### src/rtl/dmt_pkg.sv
package dmt_pkg;

    localparam int DEF_CNT_W     = 16;
    localparam int DEF_NUM_MATCH = 6;
    localparam int ADDR_W        = 8;
    localparam int DATA_W        = 32;
    localparam int NUM_TIMERS    = 2;

    // register layout (byte offsets)
    localparam int GRP_STRIDE = 12;
    localparam int OFF_VAL    = 0;
    localparam int OFF_DIV    = 4;
    localparam int OFF_CTRL   = 8;
    localparam int OFF_MATCH  = 24;
    localparam int OFF_STS    = 0;
    localparam int OFF_MSK    = 4;

    typedef struct packed {
        logic       stop;    // bit 4
        logic       up;      // bit 3
        logic [2:0] endsel;  // bits 2:0
    } tctrl_t;

    localparam tctrl_t CTRL_RESET = '{stop: 1'b1, up: 1'b0, endsel: 3'd0};

    typedef enum logic [1:0] {
        END_FREE,
        END_ZERO,
        END_MATCH
    } end_kind_e;

    function automatic end_kind_e end_kind(input logic [2:0] sel, input int nmatch);
        if (sel == 3'd0)
            return END_ZERO;
        if (sel != 3'd7 && int'(sel) <= nmatch)
            return END_MATCH;
        return END_FREE;
    endfunction

    function automatic logic addr_is(input logic [ADDR_W-1:0] a, input int off);
        return a == ADDR_W'(off);
    endfunction

endpackage

### src/rtl/dmt_counter.sv
module dmt_counter
    import dmt_pkg::*;
#(
    parameter int CNT_W     = 16,
    parameter int NUM_MATCH = 6,
    parameter int DIV_W     = 16
) (
    input  logic                                clk,
    input  logic                                rst,
    input  logic                                val_we,
    input  logic                                div_we,
    input  logic                                ctrl_we,
    input  logic [CNT_W-1:0]                    val_wdata,
    input  logic [DIV_W-1:0]                    div_wdata,
    input  tctrl_t                              ctrl_wdata,
    input  logic [NUM_MATCH-1:0][CNT_W-1:0]     match_i,
    output logic [CNT_W-1:0]                    cnt_o,
    output logic [DIV_W-1:0]                    div_o,
    output tctrl_t                              ctrl_o,
    output logic [NUM_MATCH-1:0]                hit_o
);

    localparam int IDX_W = (NUM_MATCH > 1) ? $clog2(NUM_MATCH) : 1;

    logic [CNT_W-1:0] cnt_q;
    logic [DIV_W-1:0] div_q;
    logic [DIV_W-1:0] pre_q;
    tctrl_t           ctrl_q;
    logic             done_q;

    end_kind_e        kind;
    logic [IDX_W-1:0] sel_idx;
    logic [CNT_W-1:0] target;
    logic             running;
    logic             at_end;
    logic             tick;
    logic [CNT_W-1:0] stepped;

    always_comb begin
        kind    = end_kind(ctrl_q.endsel, NUM_MATCH);
        sel_idx = IDX_W'(ctrl_q.endsel - 3'd1);
        target  = '0;
        if (kind == END_MATCH)
            target = match_i[sel_idx];
    end

    assign running = !ctrl_q.stop && !done_q;
    assign at_end  = running && (kind != END_FREE) && (cnt_q == target);
    assign tick    = running && !at_end && (pre_q == div_q);
    assign stepped = ctrl_q.up ? cnt_q + CNT_W'(1) : cnt_q - CNT_W'(1);

    always_ff @(posedge clk) begin
        if (rst) begin
            cnt_q  <= '0;
            div_q  <= '0;
            pre_q  <= '0;
            ctrl_q <= CTRL_RESET;
            done_q <= 1'b0;
        end else begin
            if (val_we)
                cnt_q <= val_wdata;
            else if (tick)
                cnt_q <= stepped;

            if (div_we)
                div_q <= div_wdata;
            if (ctrl_we)
                ctrl_q <= ctrl_wdata;

            if (val_we || div_we || ctrl_we)
                pre_q <= '0;
            else if (tick)
                pre_q <= '0;
            else if (running && !at_end)
                pre_q <= pre_q + DIV_W'(1);

            if (val_we || ctrl_we)
                done_q <= 1'b0;
            else if (at_end)
                done_q <= 1'b1;
        end
    end

    always_comb begin
        hit_o = '0;
        if (at_end && kind == END_MATCH)
            hit_o[sel_idx] = 1'b1;
    end

    assign cnt_o  = cnt_q;
    assign div_o  = div_q;
    assign ctrl_o = ctrl_q;


    stop_hold_chk: assert property (@(posedge clk) disable iff (rst)
        (ctrl_q.stop && !val_we) |=> (cnt_q == $past(cnt_q)));


    end_hold_chk: assert property (@(posedge clk) disable iff (rst)
        (done_q && !val_we) |=> $stable(cnt_q));


    unit_step_chk: assert property (@(posedge clk) disable iff (rst)
        (!val_we) |=> (cnt_q == $past(cnt_q) ||
                       cnt_q == $past(cnt_q) + CNT_W'(1) ||
                       cnt_q == $past(cnt_q) - CNT_W'(1)));


    pre_bound_chk: assert property (@(posedge clk) disable iff (rst)
        pre_q <= div_q);

endmodule

### src/rtl/dmt_match_bank.sv
module dmt_match_bank #(
    parameter int CNT_W     = 16,
    parameter int NUM_MATCH = 6
) (
    input  logic                            clk,
    input  logic                            rst,
    input  logic [NUM_MATCH-1:0]            we,
    input  logic [CNT_W-1:0]                wdata,
    output logic [NUM_MATCH-1:0][CNT_W-1:0] match_o
);

    for (genvar m = 0; m < NUM_MATCH; m++) begin : g_match
        logic [CNT_W-1:0] val_q;

        always_ff @(posedge clk) begin
            if (rst)
                val_q <= '0;
            else if (we[m])
                val_q <= wdata;
        end

        assign match_o[m] = val_q;
    end

endmodule

### src/rtl/dmt_irq_ctrl.sv
module dmt_irq_ctrl #(
    parameter int NUM_MATCH = 6
) (
    input  logic                 clk,
    input  logic                 rst,
    input  logic [NUM_MATCH-1:0] set_i,
    input  logic                 ack_we,
    input  logic                 mask_we,
    input  logic [NUM_MATCH-1:0] wbits,
    output logic [NUM_MATCH-1:0] status_o,
    output logic [NUM_MATCH-1:0] mask_o,
    output logic                 irq_o
);

    logic [NUM_MATCH-1:0] status_q;
    logic [NUM_MATCH-1:0] mask_q;
    logic [NUM_MATCH-1:0] clr;

    assign clr = ack_we ? wbits : '0;

    always_ff @(posedge clk) begin
        if (rst) begin
            status_q <= '0;
            mask_q   <= '0;
        end else begin
            status_q <= (status_q & ~clr) | set_i;
            if (mask_we)
                mask_q <= wbits;
        end
    end

    assign status_o = status_q;
    assign mask_o   = mask_q;
    assign irq_o    = |(status_q & mask_q);


    sticky_sts_chk: assert property (@(posedge clk) disable iff (rst)
        (!ack_we) |=> ((status_q & $past(status_q)) == $past(status_q)));


    set_wins_chk: assert property (@(posedge clk) disable iff (rst)
        (|set_i) |=> ((status_q & $past(set_i)) == $past(set_i)));

endmodule

### src/rtl/dual_match_timer.sv
module dual_match_timer
    import dmt_pkg::*;
#(
    parameter int CNT_W     = DEF_CNT_W,
    parameter int NUM_MATCH = DEF_NUM_MATCH
) (
    input  logic              clk,
    input  logic              rst,
    input  logic              bus_win,
    input  logic [ADDR_W-1:0] bus_addr,
    input  logic              bus_we,
    input  logic [DATA_W-1:0] bus_wdata,
    output logic [DATA_W-1:0] bus_rdata,
    output logic              irq_o
);

    localparam int DIV_W = CNT_W;

    logic                                         tw_we;
    logic                                         iw_we;
    logic [NUM_TIMERS-1:0]                        val_we;
    logic [NUM_TIMERS-1:0]                        div_we;
    logic [NUM_TIMERS-1:0]                        ctrl_we;
    logic [NUM_MATCH-1:0]                         match_we;
    logic [NUM_TIMERS-1:0][CNT_W-1:0]             cnt_all;
    logic [NUM_TIMERS-1:0][DIV_W-1:0]             div_all;
    tctrl_t [NUM_TIMERS-1:0]                      ctrl_all;
    logic [NUM_TIMERS-1:0][NUM_MATCH-1:0]         hit_all;
    logic [NUM_MATCH-1:0][CNT_W-1:0]              match_vals;
    logic [NUM_MATCH-1:0]                         hit_any;
    logic [NUM_MATCH-1:0]                         status;
    logic [NUM_MATCH-1:0]                         mask;

    assign tw_we = bus_we && !bus_win;
    assign iw_we = bus_we && bus_win;

    for (genvar t = 0; t < NUM_TIMERS; t++) begin : g_timer
        assign val_we[t]  = tw_we && addr_is(bus_addr, t*GRP_STRIDE + OFF_VAL);
        assign div_we[t]  = tw_we && addr_is(bus_addr, t*GRP_STRIDE + OFF_DIV);
        assign ctrl_we[t] = tw_we && addr_is(bus_addr, t*GRP_STRIDE + OFF_CTRL);

        dmt_counter #(
            .CNT_W     (CNT_W),
            .NUM_MATCH (NUM_MATCH),
            .DIV_W     (DIV_W)
        ) u_cnt (
            .clk        (clk),
            .rst        (rst),
            .val_we     (val_we[t]),
            .div_we     (div_we[t]),
            .ctrl_we    (ctrl_we[t]),
            .val_wdata  (bus_wdata[CNT_W-1:0]),
            .div_wdata  (bus_wdata[DIV_W-1:0]),
            .ctrl_wdata (tctrl_t'(bus_wdata[4:0])),
            .match_i    (match_vals),
            .cnt_o      (cnt_all[t]),
            .div_o      (div_all[t]),
            .ctrl_o     (ctrl_all[t]),
            .hit_o      (hit_all[t])
        );
    end

    for (genvar m = 0; m < NUM_MATCH; m++) begin : g_mdec
        assign match_we[m] = tw_we && addr_is(bus_addr, OFF_MATCH + 4*m);
    end

    dmt_match_bank #(
        .CNT_W     (CNT_W),
        .NUM_MATCH (NUM_MATCH)
    ) u_match (
        .clk     (clk),
        .rst     (rst),
        .we      (match_we),
        .wdata   (bus_wdata[CNT_W-1:0]),
        .match_o (match_vals)
    );

    always_comb begin
        hit_any = '0;
        for (int t = 0; t < NUM_TIMERS; t++)
            hit_any = hit_any | hit_all[t];
    end

    dmt_irq_ctrl #(
        .NUM_MATCH (NUM_MATCH)
    ) u_irq (
        .clk      (clk),
        .rst      (rst),
        .set_i    (hit_any),
        .ack_we   (iw_we && addr_is(bus_addr, OFF_STS)),
        .mask_we  (iw_we && addr_is(bus_addr, OFF_MSK)),
        .wbits    (bus_wdata[NUM_MATCH-1:0]),
        .status_o (status),
        .mask_o   (mask),
        .irq_o    (irq_o)
    );

    always_comb begin
        bus_rdata = '0;
        if (!bus_win) begin
            for (int t = 0; t < NUM_TIMERS; t++) begin
                if (addr_is(bus_addr, t*GRP_STRIDE + OFF_VAL))
                    bus_rdata = DATA_W'(cnt_all[t]);
                if (addr_is(bus_addr, t*GRP_STRIDE + OFF_DIV))
                    bus_rdata = DATA_W'(div_all[t]);
                if (addr_is(bus_addr, t*GRP_STRIDE + OFF_CTRL))
                    bus_rdata = DATA_W'(ctrl_all[t]);
            end
            for (int m = 0; m < NUM_MATCH; m++) begin
                if (addr_is(bus_addr, OFF_MATCH + 4*m))
                    bus_rdata = DATA_W'(match_vals[m]);
            end
        end else begin
            if (addr_is(bus_addr, OFF_STS))
                bus_rdata = DATA_W'(status);
            if (addr_is(bus_addr, OFF_MSK))
                bus_rdata = DATA_W'(mask);
        end
    end


    irq_needs_sts_chk: assert property (@(posedge clk) disable iff (rst)
        (status == '0) |-> !irq_o);

endmodule

### config.mk
export PLATFORM = sky130hd
export DESIGN_NAME = dual_match_timer
export DESIGN_NICKNAME = d
export VERILOG_FILES = /design/src/rtl/dmt_pkg.sv /design/src/rtl/dmt_counter.sv /design/src/rtl/dmt_match_bank.sv /design/src/rtl/dmt_irq_ctrl.sv /design/src/rtl/dual_match_timer.sv
export SDC_FILE = /design/constraint.sdc
export NUM_CORES = 1
export LEC_CHECK = 0
export ABC_AREA = 1
export BUFFER_PORTS_ARGS = -buffer_cell sky130_fd_sc_hd__buf_2
export CAP_MARGIN = 20
export CORE_MARGIN = 5
export CORE_UTILIZATION = 45
export CTS_BUF_LIST = sky130_fd_sc_hd__clkbuf_4 sky130_fd_sc_hd__clkbuf_8
export CTS_CLUSTER_SIZE = 8
export DETAILED_ROUTE_END_ITERATION = 7
export PLACE_DENSITY = 0.73
export REMOVE_ABC_BUFFERS = 1
export SLEW_MARGIN = 10
export SYNTH_ARGS = -nofsm -noshare
export SYNTH_HDL_FRONTEND = slang
export SYNTH_SLANG_ARGS = --single-unit
### constraint.sdc
create_clock -name clk -period 3.6 [get_ports clk]
set_input_delay 0.54 -clock clk [delete_from_list [all_inputs] [get_ports clk]]
set_output_delay 0.54 -clock clk [all_outputs]
set_load 0.05 [all_outputs]
# Yosys cells after proc, flatten, opt, wreduce, memory -nomap -nowiden
# Cells that the tools add are included.
[op_classes] shifts=0 eq_ne=19 bitwise=5 n_div=0 mux=48 addsub=8 multipliers=0 n_reduce_logical=57 n_lt_le_gt_ge=6
[op_table] cell="two-way mux 32 bit" count=13
[op_table] cell="two-way mux 16 bit" count=11
[op_table] cell="binary-select mux 16 bit (select 3 bit)" count=2
[op_table] cell="adder 16 x 1 -> 16 bit (second input constant)" count=4
[op_table] cell="== test 16 bit" count=4
[op_table] cell="== test 8 x 5 -> 1 bit (second input constant)" count=4
[op_table] cell="== test 8 x 6 -> 1 bit (second input constant)" count=4
[op_table] cell="logical AND 1 bit" count=32
[op_table] cell="subtractor 16 x 1 -> 16 bit (second input constant)" count=2
[op_table] cell="two-way mux 6 bit" count=4
[op_table] cell="== test 8 x 4 -> 1 bit (second input constant)" count=2
[op_table] cell="two-way mux 2 bit" count=8
[op_table] cell="AND 6 bit" count=2
[op_table] cell="bitwise OR 6 bit" count=2
[op_table] cell="== test 8 x 3 -> 1 bit (second input constant)" count=1
[op_table] cell="zero test 8 bit" count=1
[op_table] cell="less-than comparator 3 x 4 -> 1 bit (second input constant)" count=2
[op_table] cell="two-way mux 1 bit" count=8
[op_table] cell="nonzero test 2 bit" count=4
[op_table] cell="zero test 1 bit" count=7
[op_table] cell="demux 1 bit (select 3 bit)" count=2
[op_table] cell=">= comparator 3 x 1 -> 1 bit (second input constant)" count=2
[op_table] cell="less-or-equal comparator 3 bit (second input constant)" count=2
[op_table] cell="zero test 3 bit" count=2
[op_table] cell="8 further kinds" count=18
[word_totals] reg_bits=216 ramBits=0 rom_bits=0 latch_bits=0 in_bits=44 output_inout_bits=33 memories=0

# Logic depth before layout (Yosys ltp)
[depth] depth_word=15 ltp_mapped=22 mapped_depth_nobuf=18

# Modules after synthesis
# A second synthesis with hierarchy kept.
[unflattened] hier_cells=2747 area_unflattened_um2=16299.4
[by_module_without_submodules] mod="dmt_counter at g_timer[1].u_cnt" cells_per_inst=895 n_inst=1 area_each_um2=5102.4
[by_module_without_submodules] mod="dmt_counter at g_timer[0].u_cnt" cells_per_inst=888 n_inst=1 area_each_um2=5043.6
[by_module_without_submodules] mod="dmt_match_bank" cells_per_inst=525 n_inst=1 area_each_um2=3842.4
[by_module_without_submodules] mod="dual_match_timer" cells_per_inst=371 n_inst=1 area_each_um2=1840.5
[by_module_without_submodules] mod="dmt_irq_ctrl" cells_per_inst=68 n_inst=1 area_each_um2=470.5

# Worst setup path before layout
# OpenSTA, ideal clock, no wires.
[synth_timing] path_type="input-to-output" startpoint="input bus_addr[6]" endpoint="output bus_rdata[11]" path_buffers=1 path_slack_ps=297 path_stages=11 arrival_ps=2763 cell_sequence="inv_1 nand2_1 nor3_1 nand2_1 inv_1 clkbuf_1 nand2_1 o21ai_0 o22ai_1 o221a_2 a41oi_1"
[synth_between] elab_chain_len=14 elab_cells_between_ends=25 cone_classes="11 x eq/ne; 13 x mux; 1 x reduce/logical"
[synth_lines] element="start, declared" line="dual_match_timer.sv:10" rtl="input logic [ADDR_W-1:0] bus_addr,"
[synth_lines] element="zero test 8 bit" line="dmt_pkg.sv:41" rtl="return a == ADDR_W'(off);"
[synth_lines] element="two-way mux 16 bit" line="dual_match_timer.sv:102" rtl="if (addr_is(bus_addr, t*GRP_STRIDE + OFF_VAL))"
[synth_lines] element="two-way mux 32 bit" line="dual_match_timer.sv:104" rtl="if (addr_is(bus_addr, t*GRP_STRIDE + OFF_DIV))"
[synth_lines] element="two-way mux 32 bit" line="dual_match_timer.sv:106" rtl="if (addr_is(bus_addr, t*GRP_STRIDE + OFF_CTRL))"
[synth_lines] element="two-way mux 32 bit" line="dual_match_timer.sv:102"
[synth_lines] element="two-way mux 32 bit" line="dual_match_timer.sv:104"
[synth_lines] element="two-way mux 32 bit" line="dual_match_timer.sv:106"
[synth_lines] element="two-way mux 32 bit (5 in a row)" line="dual_match_timer.sv:110" rtl="if (addr_is(bus_addr, OFF_MATCH + 4*m))"
[synth_lines] element="two-way mux 32 bit *" line="dual_match_timer.sv:110"
[synth_lines] element="two-way mux 32 bit *" line="dual_match_timer.sv:100" rtl="if (!bus_win) begin"
[synth_lines] element="end, declared" line="dual_match_timer.sv:13" rtl="output logic [DATA_W-1:0] bus_rdata,"
# Every way passes the cells marked *; elsewhere a longest branch is shown, timed or not.

# Worst setup path after layout
[layout_timing] startpoint="input bus_addr[7]" endpoint="output bus_rdata[13]"
# The elaborated chain is that of the path after synthesis.

==> impl_metrics.csv <==
group,metric,value,unit
outcome,outcome,"completed",
routing,first_pass_iters,6,
floorplan,dieHeight,192,um
routing,via_per_inst,5.68,
synthesis,synth_xor_area_share,4.53,%
clock_tree,cts.sinks,216,
floorplan,start_util,45.6,%
routing,vias,16400,
synthesis,synth-seq-area-share,29.1,%
synthesis,ys_warn_count,0,
timing,fin_skew,0.0278,ns
clock_tree,clk_pin_slew,0.06,ns
global_route,grt_pass1_vias,14800,
synthesis,synth.top_cell.area_share,29.1,%
synthesis,synth_compound_area_share,21.2,%
timing,fin_crit,3.35,ns
global_route,grt_pass1_wl,82500,um
synthesis,synth-adder-area-share,3.47,%
setup_path,cp_data_arrival_time,2.81,ns
worst_hold_path,hold_class,"primary input to flop",
timing,slew_headroom,38.0,%
worst_hold_path,hp-start,"bus_wdata[14]",
power_and_ir_drop,vdd_drop_max,219,uV
synthesis,synth.largest_area_cell,"dfxtp_1",
clock_tree,post-cts-setup-buffer-count,0,
routing,drt_iter0_markers,1732,
placement,hpwl,39000,um
power_and_ir_drop,leakagePower,6.62,nW
floorplan,num_rows,66,
timing,slew_viol_final,0,
timing,holdWs,0.357,ns
synthesis,synth.avg_cell_area,6.17,um^2
global_route,grt_max_degree,100,
setup_path,required,3.06,ns
cells_and_area,area_growth,10.2,%
synthesis,yosysUniqueCellTypes,47,
clock_tree,clockRootBuffer,"clkbuf_8",
floorplan,dieArea,36700,um^2
routing,drc_errors,0,
synthesis,ys_seq_elements,216,
timing,setup_viol,0,
timing,hold_viol,0,
floorplan,core_area,32500,um^2
synthesis,yosys.area_share.simple,31.0,%
cells_and_area,antenna_cells,0,
placement,post_dp_cell_area,15400,um^2
routing,avgRoutedWirePerCell,18.7,um
synthesis,syn_inst,2406,
cells_and_area,final_area,16400,um^2
cells_and_area,instances_no_fill,2882,
timing,fin_crit_sh,93.0,%
synthesis,yosys-top-cells-area,"dfxtp_1, nand2_1, o21ai_0, a21oi_1, inv_1",
cells_and_area,nNetsFinal,2493,
setup_path,path_max_fanout,9,
clock_tree,cts_resized,0,
setup_path,r2r_start,"g_timer[1].u_cnt.ctrl_o[0]",
cells_and_area,post_route_cells_drive_above_1_share,8.57,%
floorplan,io_pins,77,
setup_path,startpoint_type,"primary input",
clock_tree,hold_buffers,0,
routing,drt-total-wl,53800,um
job,maxCapViolCount,0,
clock_tree,cts_buffers,42,
setup_path,worst_setup_path_end_kind,"output pin",
global_route,grt_usage,28.4,%
clock_tree,cts.htree.levels,2,
power_and_ir_drop,power_density,325,nW/um^2
placement,placed_cells,2807,
routing,antenna_left,0,
synthesis,async_flop_share,0,%
timing,max_freq,299,MHz
synthesis,synthesis.area,14800,um^2
synthesis,synth-main-ff-cell,"dfxtp_1",
global_route,antenna_found_initial,2,
placement,place.gp.congestion,0.972,
setup_path,r2r_setup_slack,0.29,ns
synthesis,muxShareOfSynthArea,0,%
placement,port-buffer-count,44,
floorplan,die_w,192,um
clock_tree,worstSkewPairLatency,0.58,ns
timing,rsz0062_at_grt,"false",
clock_tree,cts_tree,"done",
synthesis,synth_top_family_by_area,"simple AND/OR/NAND/NOR gates",
timing,tightest_slew,0.929,ns
power_and_ir_drop,power.total,5.32,mW
synthesis,synth_edf_count,0,
setup_path,path_class,"primary input to output pin",
setup_path,cp-startpoint,"bus_addr[7]",
global_route,grt-ovfl-total,0,
clock_tree,clockBufferDepth,3,
area by class of cell:
type	count	area (um^2)
Fill cell	3388	16200
Multi-Input combinational cell	1820	9020
Sequential cell	216	4330
Inverter	235	888
Clock buffer	64	837
Timing Repair Buffer	94	658
Tap cell	442	553
Clock inverter	11	63.8
worst paths after layout:
kind / to / depth (start not counted)
worst min-delay path: u_match.g_match[5].val_q[14] / 3
worst max register to register: g_timer[1].u_cnt.cnt_o[3] / 19
worst min register to register: g_timer[1].u_cnt.done_q / 2
worst max-delay path: bus_rdata[13] / 14
synthesized netlist by cell type, drive strengths merged (6+ instances only):
| master | count |
|---|---|
| nand3 | 167 |
| nor3 | 32 |
| o22ai | 9 |
| o2111ai | 7 |
| xnor2 | 35 |
| o21ai | 283 |
| inv | 230 |
| nor4 | 8 |
| a21oi | 254 |
| nor2 | 160 |
| buf | 57 |
| ha | 38 |
| o221ai | 6 |
| nand4 | 50 |
| dfxtp | 216 |
| o211ai | 9 |
| clkbuf | 93 |
| nand2 | 671 |
| xor2 | 40 |
| or2 | 7 |
cells in the final DEF (no fill, tap or decap), types with 5 or more instances in the layout:
master     count
nand4_1       50
ha_1          38
nand3_1      162
inv_1        226
o221ai_1       6
a21oi_1      245
nor2_1       156
buf_2         44
clkbuf_4       7
xor2_1        40
clkinv_1       5
a21oi_2        9
clkbuf_8      57
clkinv_2       8
o2111ai_1      7
o21ai_1       17
nor4_1         8
o22ai_1        9
xnor2_1       33
dfxtp_1      214
o211ai_1       9
nor3_1        31
o21ai_0      266
buf_12         5
or2_2          7
conb_1        16
nand2_1      666
a41oi_1        5
buf_4         45
routing by layer:
layer	vias up	global-route usage, %	routed length [um]
met5	-	0	7
met4	2	11.7	2330
met3	186	4.76	4910
met2	809	44.8	23600
met1	7463	38.6	22900
li1	7904	-	-
worst max-delay path: stages:
cell      delay (ns)
buf_2           0.09
inv_1           0.06
nand2_1         0.07
nor3_2          0.22
nand2_1         0.15
inv_1           0.33
buf_4           0.23
nand2_1         0.07
o221ai_1        0.13
a21oi_1         0.06
o21ai_0         0.08
a21oi_1         0.07
a41oi_1         0.34
buf_2           0.34
stage by stage:
stage / TNS (ns) / worst slack [ns] / util, %
4_1_cts: 0 / 0.111 / 50.2
6_report: 0 / 0.251 / 50.3
2_1_floorplan: -105.27 / -1.57 / -
3_5_place_dp: 0 / 0.160 / 47.4
5_1_grt: 0 / 0.0159 / 50.3
3_3_place_gp: 0 / 0.223 / 47.4
power by group:
part / total [mW] / leakage, nW / internal, mW / switching (mW)
registers: 2.40 / 1.74 / 2.39 / 0.00363
clock network: 2.65 / 0.478 / 1.49 / 1.16
logic: 0.270 / 4.40 / 0.0533 / 0.217
total: 5.32 / 6.62 / 3.93 / 1.38
logic make-up after synthesis:
family          count (synthesis)
flops                         216
simple gates                 1098
compound gates                591
fa+ha+maj                      40
xor+xnor                       75
buf+inv                       385
other cells                     1
state kept, by name (all words and copies together), names as in the netlist:
register / flops
g_timer.u_cnt.cnt_o: 32
u_irq.status_o: 6
u_irq.mask_o: 6
g_timer.u_cnt.div_o: 32
g_timer.u_cnt.pre_q: 32
g_timer.u_cnt.done_q: 2
g_timer.u_cnt.ctrl_o: 10
u_match.g_match.val_q: 96
Note: power is estimated with default switching activity, not from simulation.
